`src/rtl/bsort_pkg.sv`:
```
package bsort_pkg;

    localparam int DEF_VAL_W = 8;
    localparam int DEF_CNT_W = 3;

    typedef enum logic {
        SC_LOAD = 1'b0,
        SC_SWEEP = 1'b1
    } sc_state_e;

    typedef struct packed {
        logic valid;
        logic done;
    } beat_flags_t;

endpackage

```
`src/rtl/bsort_table.sv`:
```
module bsort_table
    import bsort_pkg::*;
#(
    parameter int VAL_W = DEF_VAL_W,
    parameter int CNT_W = DEF_CNT_W
) (
    input  logic             clk,
    input  logic             rst,
    input  logic             wr_en,
    input  logic [VAL_W-1:0] wr_addr,
    input  logic             rd_dec,
    input  logic [VAL_W-1:0] rd_addr,
    output logic [CNT_W-1:0] rd_cnt
);
    localparam int DEPTH = 1 << VAL_W;
    localparam logic [CNT_W-1:0] CNT_MAX = '1;

    logic [DEPTH-1:0][CNT_W-1:0] ent_q;

    for (genvar i = 0; i < DEPTH; i++) begin : g_ent
        logic [CNT_W-1:0] e_q;
        logic             hit_wr;
        logic             hit_rd;
        assign hit_wr = wr_en && (wr_addr == VAL_W'(i));
        assign hit_rd = rd_dec && (rd_addr == VAL_W'(i));

        if (CNT_W == 1) begin : g_flag
            always_ff @(posedge clk) begin
                if (rst)         e_q <= '0;
                else if (hit_wr) e_q <= 1'b1;
                else if (hit_rd) e_q <= 1'b0;
            end
        end else begin : g_count
            always_ff @(posedge clk) begin
                if (rst) begin
                    e_q <= '0;
                end else if (hit_wr) begin
                    if (e_q != CNT_MAX) e_q <= e_q + CNT_W'(1);
                end else if (hit_rd) begin
                    e_q <= e_q - CNT_W'(1);
                end
            end
        end
        assign ent_q[i] = e_q;
    end

    assign rd_cnt = ent_q[rd_addr];

endmodule

```
`src/rtl/bsort_sweep.sv`:
```
module bsort_sweep
    import bsort_pkg::*;
#(
    parameter int VAL_W = DEF_VAL_W,
    parameter int CNT_W = DEF_CNT_W
) (
    input  logic             clk,
    input  logic             rst,
    input  logic             in_valid,
    input  logic [VAL_W-1:0] in_data,
    input  logic             in_last,
    input  logic [CNT_W-1:0] rd_cnt,
    output logic             wr_en,
    output logic [VAL_W-1:0] wr_addr,
    output logic             rd_dec,
    output logic [VAL_W-1:0] rd_addr,
    output logic             busy,
    output logic             out_valid,
    output logic [VAL_W-1:0] out_data,
    output logic             out_done
);
    localparam logic [VAL_W-1:0] TOP_ADDR = '1;

    sc_state_e        state_q;
    logic [VAL_W-1:0] addr_q;
    logic [VAL_W-1:0] data_q;
    beat_flags_t      flags_q;
    logic             in_sweep;
    logic             advance;

    assign in_sweep = (state_q == SC_SWEEP);
    assign wr_en    = (state_q == SC_LOAD) && in_valid;
    assign wr_addr  = in_data;
    assign rd_addr  = addr_q;
    assign rd_dec   = in_sweep && (rd_cnt != '0);
    assign advance  = in_sweep && (rd_cnt <= CNT_W'(1));

    always_ff @(posedge clk) begin
        if (rst) begin
            state_q <= SC_LOAD;
            addr_q  <= '0;
            data_q  <= '0;
            flags_q <= '0;
        end else begin
            flags_q.valid <= rd_dec;
            flags_q.done  <= advance && (addr_q == TOP_ADDR);
            data_q        <= addr_q;
            case (state_q)
                SC_LOAD: begin
                    if (in_last) begin
                        state_q <= SC_SWEEP;
                        addr_q  <= '0;
                    end
                end
                SC_SWEEP: begin
                    if (advance) begin
                        addr_q <= addr_q + VAL_W'(1);
                        if (addr_q == TOP_ADDR) state_q <= SC_LOAD;
                    end
                end
                default: state_q <= SC_LOAD;
            endcase
        end
    end

    assign busy      = in_sweep;
    assign out_valid = flags_q.valid;
    assign out_data  = data_q;
    assign out_done  = flags_q.done;

endmodule

```
`src/rtl/bitmap_sorter.sv`:
```
module bitmap_sorter
    import bsort_pkg::*;
#(
    parameter int VAL_W = DEF_VAL_W,
    parameter int CNT_W = DEF_CNT_W
) (
    input  logic             clk,
    input  logic             rst,
    input  logic             in_valid,
    input  logic [VAL_W-1:0] in_data,
    input  logic             in_last,
    output logic             busy,
    output logic             out_valid,
    output logic [VAL_W-1:0] out_data,
    output logic             out_done
);
    logic             wr_en;
    logic [VAL_W-1:0] wr_addr;
    logic             rd_dec;
    logic [VAL_W-1:0] rd_addr;
    logic [CNT_W-1:0] rd_cnt;

    bsort_table #(.VAL_W(VAL_W), .CNT_W(CNT_W)) u_table (
        .clk     (clk),
        .rst     (rst),
        .wr_en   (wr_en),
        .wr_addr (wr_addr),
        .rd_dec  (rd_dec),
        .rd_addr (rd_addr),
        .rd_cnt  (rd_cnt)
    );

    bsort_sweep #(.VAL_W(VAL_W), .CNT_W(CNT_W)) u_sweep (
        .clk       (clk),
        .rst       (rst),
        .in_valid  (in_valid),
        .in_data   (in_data),
        .in_last   (in_last),
        .rd_cnt    (rd_cnt),
        .wr_en     (wr_en),
        .wr_addr   (wr_addr),
        .rd_dec    (rd_dec),
        .rd_addr   (rd_addr),
        .busy      (busy),
        .out_valid (out_valid),
        .out_data  (out_data),
        .out_done  (out_done)
    );

endmodule

```
`config.mk`:
```
export PLATFORM = sky130hd
export DESIGN_NAME = bitmap_sorter
export DESIGN_NICKNAME = d
export VERILOG_FILES = /design/src/rtl/bsort_pkg.sv /design/src/rtl/bsort_table.sv /design/src/rtl/bsort_sweep.sv /design/src/rtl/bitmap_sorter.sv
export SDC_FILE = /design/constraint.sdc
export NUM_CORES = 2
export LEC_CHECK = 0
export BUFFER_PORTS_ARGS = -buffer_cell sky130_fd_sc_hd__buf_2
export CORE_ASPECT_RATIO = 1.75
export CORE_MARGIN = 8
export CORE_UTILIZATION = 36
export CTS_CLUSTER_SIZE = 28
export DETAILED_ROUTE_END_ITERATION = 12
export SYNTH_ARGS = -nofsm -noshare
export SYNTH_HDL_FRONTEND = slang
export SYNTH_HIERARCHICAL = 1
export SYNTH_SLANG_ARGS = --single-unit
```
`constraint.sdc`:
```
create_clock -name clk -period 4.4 [get_ports clk]
set_clock_uncertainty 0.15 [all_clocks]
set_input_delay 0.88 -clock clk [delete_from_list [all_inputs] [get_ports clk]]
set_output_delay 0.88 -clock clk [all_outputs]
set_load 0.05 [all_outputs]
```
==> impl_metrics.json <==
{
  "gp_congestion": 0.949,
  "p_switching_w": 0.00381,
  "critical_path_arrival_ns": 5.13,
  "syn_area_um2": 49000,
  "worst_path_max_delay_cell": "mux4_2",
  "ys_types": 72,
  "firstDrtPassIters": 6,
  "critPathRequiredTime_ns": 4.81,
  "rows": 179,
  "synthArstFlopShare": 0,
  "post-dp-hpwl_mm": 129,
  "antenna_left": 0,
  "crit_path_max_incr_delay_ns": 0.49,
  "timing.setup.tns_ns": -74.74,
  "fin_util": 0.451,
  "yosys.area.top_type": "dfxtp_1",
  "grt.overflow.total": 0,
  "area_delta_synth_final_pct": 24.8,
  "outcome": "complete, but fails checks",
  "synthTopCellsByCount": "dfxtp_1 (787), nor2_1 (661), nand3_1 (365)",
  "hold_path_class": "in -> reg",
  "switching_share": 0.247,
  "die_x_um": 295,
  "worstPathMaxFanout": 12,
  "synth_edf_count": 0,
  "start_util": 0.361,
  "synth-compound-area-share": 0.101,
  "min_from": "in_last",
  "violations": "setup timing",
  "clk_latency_ns": 0.69,
  "synthFlopType": "dfxtp_1",
  "drcViolationCount": 0,
  "die_h_um": 504,
  "cts_buffers": 81,
  "synth_top_area_share": 0.322,
  "synthTopCellsByArea": "dfxtp_1 (32%), fa_1 (10%), mux4_2 (8.8%), mux2i_1 (5.6%), xor2_1 (5.3%)",
  "worst_setup_path_end_kind": "flop",
  "p_int_w": 0.0116,
  "slew_headroom": 0.329,
  "grt_pass1_vias": 44900,
  "maxCapViolations": 0,
  "routedWlPerCell_um": 23.0,
  "ys_ff_latch": 787,
  "period_needed_ns": 4.72,
  "critPathLaunch": "u_sweep/rd_addr[0]",
  "crit_chain": "buf_12 -> buf_12 -> buf_4 -> mux4_2 -> a22oi_1 -> a21oi_2 -> nor4_2 -> o22ai_1 -> or2_4 -> o31a_4 -> and3b_2 -> nand2_4 -> buf_12 -> buf_4 -> o31ai_1 -> buf_4 -> mux2i_1 -> nor2_1",
  "slew_violations": 0,
  "grt_pass1_wl_mm": 267,
  "period_share": 1.07,
  "synth_cells": 5238,
  "clock_sinks": 787,
  "synth_xor_area_frac": 0.0982,
  "hold_viol": 0,
  "vias_per_cell": 5.71,
  "fmax_mhz": 212,
  "clkTransAtPathRegs_ns": 0.07,
  "yosysWarnings": 6,
  "drive_gt1_frac": 0.243,
  "finalSetupViolCount": 662,
  "tritoncts": "done",
  "pwr-share-comb": 0.065,
  "synth_top_family_by_area": "simple AND/OR/NAND/NOR gates",
  "synthesis.nets": 5507,
  "grt_max_degree": 98,
  "nNetsFinal": 6126,
  "finalWirelength_mm": 178,
  "critPathKind": "reg -> reg",
  "cts_max_level": 3,
  "clk_path_buf_depth": 3,
  "yosys.area_share.simple": 0.188,
  "crit_path_start_kind": "flop",
  "irDropWorstVdd_mv": 0.233,
  "ios": 23,
  "synth.most_common_cell": "dfxtp_1",
  "rsz0062_at_grt": "yes",
  "io_buffer_count": 22,
  "antenna_found_initial": 5,
  "synth_adder_area_share": 0.105,
  "r2r-start": "u_sweep/rd_addr[0]",
  "seqPwrFrac": 0.464,
  "dieArea_um2": 149000,
  "muxShareOfSynthArea": 0.145,
  "syn_area_per_cell_um2": 9.35,
  "cts-root-buf": "clkbuf_16",
  "finalWorstSetupSlack_ns": -0.316,
  "p_leak_nw": 22.4,
  "ctsHoldBuffers": 0,
  "coreArea_um2": 135000,
  "worst_pin_slew_ns": 1.01,
  "vias": 44100,
  "gr-usage-all-layers": 0.233,
  "power_density_nw_per_um2": 252,
  "ys_seq_area_frac": 0.322,
  "dr.first_iter.drc_count": 3226,
  "clockPowerShare": 0.471
}
-- flip-flops by register name, summed over array words and instances, names as in the netlist --
register / flops
u_sweep/busy: 1
u_sweep/out_done: 1
u_sweep/out_valid: 1
u_table/g_ent.e_q: 768
u_sweep/out_data: 8
u_sweep/rd_addr: 8
-- critical path, delay by kind of cell (launching register included) --
family                 cells  cell delay [ns]
multiplexers               2             0.64
buffers and inverters      6             1.03
AND/OR/NAND/NOR            5             1.23
flip-flops                 1             0.48
AO/OA/AOI/OAI              5             1.01
-- cells by family after synthesis --
logic type,after synthesis
compound gates,799
xor+xnor,549
fa+ha+maj,257
buf+inv,480
flops,787
mux,470
simple gates,1896
-- cells in the final DEF, fill, tap and decap left out, types with 54 or more instances in the layout --
cell       instances
a211oi_1          61
mux4_2           192
dfxtp_1          783
o21ai_0          121
inv_1            144
buf_12            81
a21oi_1          251
nand4_1           54
a31oi_1           70
clkbuf_16         87
nand2_1          232
nor3_1           216
mux2i_1          275
buf_4            741
nand3_1          365
or3_1            110
fa_1             256
xor2_1           296
nor2_1           652
xnor2_1          253
-- power groups by stage --
stage                     clock network, W  logic [W]  registers, W
after floorplan                          0   0.000499       0.00731
after CTS                          0.00739   0.000977       0.00715
after global routing               0.00766    0.00103       0.00715
final                              0.00725    0.00100       0.00716
after global placement                   0   0.000878       0.00732
after detailed placement                 0   0.000889       0.00732
-- worst paths after layout --
check                              endpoint  slack, ns  cells after the start
setup / recovery  u_table/g_ent[189].e_q[1]      -0.32                     18
hold / removal                 u_sweep/busy       0.33                      3
setup reg to reg  u_table/g_ent[189].e_q[1]      -0.32                     18
hold reg to reg   u_table/g_ent[132].e_q[2]       0.35                      2
-- layer usage --
metal / share of wire / global-route usage
met5: 0.00013 / 0
met4: 0.12 / 0.228
met3: 0.059 / 0.0377
met2: 0.49 / 0.397
met1: 0.34 / 0.238
-- metrics by stage --
stage | worst slack, ns | cells | area [um2] | total power (W) | hold WS [ns]
global placement | -1.01 | 7541 | 56900 | 0.00820 | 0.336
floorplan | -0.00776 | 5238 | 49000 | 0.00781 | 0.308
detailed placement | -0.999 | 7541 | 56900 | 0.00821 | 0.343
global route | -0.357 | 7728 | 61100 | 0.0158 | 0.322
finish | -0.316 | 7730 | 61100 | 0.0154 | 0.334
CTS | -0.202 | 7717 | 60700 | 0.0155 | 0.292
-- final cells by class --
cell class	instances	area [um2]
Multi-Input combinational cell	3972	32100
Fill cell	12800	74400
Clock inverter	26	288
Inverter	144	541
Antenna cell	3	7.51
Sequential cell	787	15800
Clock buffer	117	2410
Timing Repair Buffer	871	7760
Tap cell	1810	2260
-- repair_timing --
action | 4_1_cts | 5_1_grt
gates cloned | 6 | 2
setup endpoints to repair | 778 | 750
pin swaps | 31 | 11
buffers inserted | 29 | 11
gates resized for setup | 150 | 69
(Power assumes the default switching activity.)
